===== src/rtl/ds3_ohp_pkg.sv =====
package ds3_ohp_pkg;

    // overhead slot kinds carried on slot_kind
    typedef enum logic [2:0] {
        KIND_X = 3'd0,
        KIND_P = 3'd1,
        KIND_M = 3'd2,
        KIND_F = 3'd3,
        KIND_C = 3'd4
    } oh_kind_e;

    // alignment tracker states
    typedef enum logic [0:0] {
        ST_HUNT    = 1'b0,
        ST_ALIGNED = 1'b1
    } align_state_e;

endpackage


===== src/rtl/ds3_ohp_track.sv =====
module ds3_ohp_track
    import ds3_ohp_pkg::*;
#(
    parameter int OH_PER_MF = 56
) (
    input  logic clk,
    input  logic rst_n,
    input  logic slot_oh,
    input  logic mf_mark,
    output logic slot_active,
    output logic slot_first
);

    localparam int CW = $clog2(OH_PER_MF + 1);
    localparam logic [CW-1:0] LIMIT = CW'(OH_PER_MF);

    align_state_e     state_q, state_d;
    logic [CW-1:0]    cnt_q, cnt_d;
    logic             start_now;

    assign start_now = slot_oh && mf_mark;

    // state register
    always_ff @(posedge clk or negedge rst_n) begin
        if (!rst_n) begin
            state_q <= ST_HUNT;
            cnt_q   <= '0;
        end else begin
            state_q <= state_d;
            cnt_q   <= cnt_d;
        end
    end

    // next state and outputs
    always_comb begin
        state_d     = state_q;
        cnt_d       = cnt_q;
        slot_active = 1'b0;
        slot_first  = 1'b0;
        unique case (state_q)
            ST_HUNT: begin
                if (start_now) begin
                    // HUNT_TO_ALIGNED
                    slot_active = 1'b1;
                    slot_first  = 1'b1;
                    state_d     = ST_ALIGNED;
                    cnt_d       = CW'(1);
                end
            end
            ST_ALIGNED: begin
                if (start_now) begin
                    // ALIGNED_REALIGN
                    slot_active = 1'b1;
                    slot_first  = 1'b1;
                    cnt_d       = CW'(1);
                end else if (slot_oh) begin
                    if (cnt_q < LIMIT) begin
                        // ALIGNED_STAY
                        slot_active = 1'b1;
                        cnt_d       = cnt_q + CW'(1);
                    end else begin
                        // ALIGNED_TO_HUNT
                        state_d = ST_HUNT;
                        cnt_d   = '0;
                    end
                end
            end
            default: begin
                state_d = ST_HUNT;
                cnt_d   = '0;
            end
        endcase
    end

endmodule


===== src/rtl/ds3_ohp_mux.sv =====
module ds3_ohp_mux
    import ds3_ohp_pkg::*;
(
    input  logic       line_in,
    input  logic       slot_active,
    input  logic [2:0] slot_kind,
    input  logic       ext_bit,
    input  logic       ext_en,
    output logic       line_out
);

    logic take;
    logic is_parity;

    assign take      = slot_active && ext_en;
    assign is_parity = (slot_kind == KIND_P);

    always_comb begin
        line_out = line_in;
        if (take) begin
            line_out = is_parity ? (line_in ^ ext_bit) : ext_bit;
        end
    end

endmodule


===== src/rtl/ds3_ohp_merge_top.sv =====
module ds3_ohp_merge_top
    import ds3_ohp_pkg::*;
#(
    parameter int OH_PER_MF = 56
) (
    input  logic       clk,
    input  logic       rst_n,
    input  logic       line_in,
    input  logic       slot_oh,
    input  logic [2:0] slot_kind,
    input  logic       mf_mark,
    input  logic       ext_bit,
    input  logic       ext_en,
    output logic       line_out,
    output logic       port_clk,
    output logic       port_sof
);

    logic active;
    logic first;

    ds3_ohp_track #(.OH_PER_MF(OH_PER_MF)) track_i (
        .clk         (clk),
        .rst_n       (rst_n),
        .slot_oh     (slot_oh),
        .mf_mark     (mf_mark),
        .slot_active (active),
        .slot_first  (first)
    );

    ds3_ohp_mux mux_i (
        .line_in     (line_in),
        .slot_active (active),
        .slot_kind   (slot_kind),
        .ext_bit     (ext_bit),
        .ext_en      (ext_en),
        .line_out    (line_out)
    );

    assign port_clk = active;
    assign port_sof = first;

endmodule


===== config.mk =====
export PLATFORM = sky130hd
export DESIGN_NAME = ds3_ohp_merge_top
export DESIGN_NICKNAME = d
export VERILOG_FILES = /design/src/rtl/ds3_ohp_pkg.sv /design/src/rtl/ds3_ohp_track.sv /design/src/rtl/ds3_ohp_mux.sv /design/src/rtl/ds3_ohp_merge_top.sv
export SDC_FILE = /design/constraint.sdc
export NUM_CORES = 1
export LEC_CHECK = 0
export BUFFER_PORTS_ARGS = -buffer_cell sky130_fd_sc_hd__buf_2
export CAP_MARGIN = 20
export CELL_PAD_IN_SITES_DETAIL_PLACEMENT = 0
export CELL_PAD_IN_SITES_GLOBAL_PLACEMENT = 1
export CORE_AREA = 2 2 39 41
export CTS_BUF_LIST = sky130_fd_sc_hd__clkbuf_8
export DETAILED_ROUTE_END_ITERATION = 10
export DIE_AREA = 0 0 41 43
export HOLD_SLACK_MARGIN = 0.03
export PLACE_DENSITY_LB_ADDON = 0.1
export SKIP_CTS_REPAIR_TIMING = 1
export SYNTH_ARGS = -nofsm -noshare
export SYNTH_HDL_FRONTEND = slang
export SYNTH_SLANG_ARGS = --single-unit

===== constraint.sdc =====
create_clock -name clk -period 1.4 [get_ports clk]
set_input_delay 0 -clock clk [delete_from_list [all_inputs] [get_ports clk]]
set_output_delay 0 -clock clk [all_outputs]
set_load 0.1 [all_outputs]

==> results by group <==
Global route
  • Vias in the first global route: 399
  • Global Route Usage Sum: 15.7%
  • Initial antenna violation count: 0
  • First-pass GRT wire length: 1790 um
  • Largest net degree at the start of global routing: 8
  • Global route total overflow: 0

Die
  • Num ports: 13
  • Starting Density: 31.2%
  • Row cnt: 14
  • Die Area: 1760 um2
  • Die W: 41 um
  • Die height: 43 um
  • Core Footprint: 1380 um2

Route
  • Antenna viol nets, final: 0
  • DRT iter0 DRCs: 9
  • Vias per inst: 5.45
  • DRT Pass-1 Iters: 4
  • Vias: 414
  • WL/cell: 14.1 um
  • DRC Markers: 0
  • Post-Route WL: 1080 um

Finish
  • Fraction of layout cells with a size suffix above 1: 40.0%
  • Util after Layout: 45.9%
  • Area Growth Syn to Fin: 47.2%
  • Fillers: 138
  • Nets: 72
  • Multi-input gate area: 278 um2
  • ANT cells: 0
  • Register area: 178 um2

Synth
  • Synth top area share: 40.6%
  • Post-synth EDFFs: 0
  • Ys flop type: dfrtp_1
  • Area leader, netlist: dfrtp_1
  • Synthesized Nets: 53
  • Distinct cells, synth: 27
  • Synth Instances: 42
  • Register area share after synthesis: 40.6%
  • Mapped Avg Cell Area: 10.3 um2
  • Number of synthesized register bits: 7
  • Ys Warns: 0
  • Mapped Area: 432 um2
  • Commonest cells in the netlist: dfrtp_1 (7), a22o_1 (3), and2_1 (3), nand2_1 (3)
  • Top-count cell post-synth: dfrtp_1
  • Ys async rst share: 100%
  • Ranking of synthesized cells by area: dfrtp_1 (41%), a22o_1 (6.1%), and2_1 (4.3%)

Timing
  • Period utilization: 98.6%
  • FMAX: 725 MHz
  • # setup viols final: 0
  • Unrepaired setup endpoints after global routing: true
  • Worst slew margin: 67.8%
  • Hold Fails Final Rpt: 0
  • Worst hold margin: 0.103 ns
  • Slew at the pin with the worst max-slew slack: 0.486 ns
  • Minimum clock period: 1.38 ns
  • Final clock skew: 0.000190 ns
  • Slew Limit Fails: 0

Pwr
  • VDD IR max: 0.778 mV
  • P per Cell Area: 1060 nW/um2
  • Leakage: 0.282 nW

Clocking
  • Clock sinks: 7
  • CTS max path bufs: 2
  • Later-pin clock latency in the skew report: 0.23 ns
  • Clock-pin slew on the worst setup and hold paths: 0.04 ns
  • Root Driver: clkbuf_8
  • Htree depth: 1
  • CTS tree: yes
  • CTS Buf Count: 3

Critical path
  • Critical path data required time: 1.40 ns
  • Crit. End Element: primary output
  • Critical path cell sequence: o21a_4 -> and2_4 -> a31oi_4 -> buf_12
  • Startpoint types: flip-flop
  • Worst Path Arrival: 1.38 ns
  • Max incr delay on CP: 0.41 ns
  • Slowest stage cell, crit path: dfrtp_2
  • CP Class: flip-flop to primary output
  • CP Max Fanout: 5

Min path
  • HP Class: input pin to flip-flop

Flow run
  • Max cap viols: 0

Placed design
  • GP Congestion: 0.793
  • Buffers on Ports: 12

Status
  • Outcome: finished, final reports clean
layer usage:
metal	vias up	GRT usage (%)	routed length, um
met1	193	18.5	426
met2	14	22.5	558
met4	0	8.00	19
met3	5	7.85	70
met5	-	0	0
li1	202	-	-
sequential cells by signal, indices dropped and copies added (netlist names):
register and cells:
track_i.cnt_q 6, track_i.state_q 1
layout make-up:
type                       count  share of cell area [%]
multi-input combinational     34                    43.7
sequential                     7                    28.0
clock buffer                   3                    6.50
timing repair buffer          15                    18.1
clock inverter                 1                   0.591
tap                           16                    3.15
logic make-up after synthesis:
group	count (synthesis)	synth area share [%]
buffers and inverters	1	2.61
multiplexers	1	2.32
AO/OA/AOI/OAI	15	27.3
flip-flops	7	40.6
adder cells (fa/ha/maj)	1	2.90
AND/OR/NAND/NOR	17	24.3
worst max-delay path: cells and delay by family, from the launching register on:
kind | cells | cell delay (ns)
DFF | 1 | 0.41
AOI/OAI and AO/OA | 2 | 0.37
buffers and inverters | 1 | 0.19
and+or+nand+nor | 1 | 0.18
cells in the final DEF, fill, tap and decap left out, types with 2 or more instances in the layout:
cell type  count
buf_12         2
and3_1         2
buf_4          2
dfrtp_2        2
dfrtp_1        5
clkbuf_8       3
and2_1         2
a22o_1         3
nand2_1        3
o21ai_0        2
buf_2         10
path summary, 6_finish.rpt:
path	startpoint	cells past startpoint	slack (ns)	to
max	track_i.state_q	4	0.02	line_out
min in group asynchronous	rst_n	2	0.13	track_i.cnt_q[5]
min	slot_oh	2	0.10	track_i.cnt_q[0]
max reg2reg	track_i.cnt_q[4]	3	0.11	track_i.cnt_q[4]
max in group asynchronous	rst_n	2	1.10	track_i.state_q
min reg2reg	track_i.cnt_q[1]	1	0.53	track_i.cnt_q[1]
through the flow:
| stage | instances | area (um2) | setup slack (ns) | power, W | setup TNS [ns] |
|---|---|---|---|---|---|
| 2_1_floorplan | 42 | 449 | -0.0840 | 0.000338 | -0.0840 |
| 3_3_place_gp | 69 | 548 | 0.156 | 0.000389 | 0 |
| 3_5_place_dp | 69 | 548 | 0.104 | 0.000395 | 0 |
| 4_1_cts | 73 | 593 | -0.0686 | 0.000674 | -0.0686 |
| 5_1_grt | 76 | 636 | -0.0185 | 0.000717 | -0.0185 |
| 6_report | 76 | 636 | 0.0199 | 0.000675 | 0 |
power by group:
| part | leakage (nW) | internal [W] | switching [W] | total, W |
|---|---|---|---|---|
| registers | 0.0867 | 0.000224 | 0.0000204 | 0.000244 |
| clock network | 0.0269 | 0.000189 | 0.0000847 | 0.000274 |
| logic | 0.168 | 0.0000667 | 0.0000901 | 0.000157 |
| total | 0.282 | 0.000479 | 0.000195 | 0.000675 |
(Power assumes the default switching activity.)
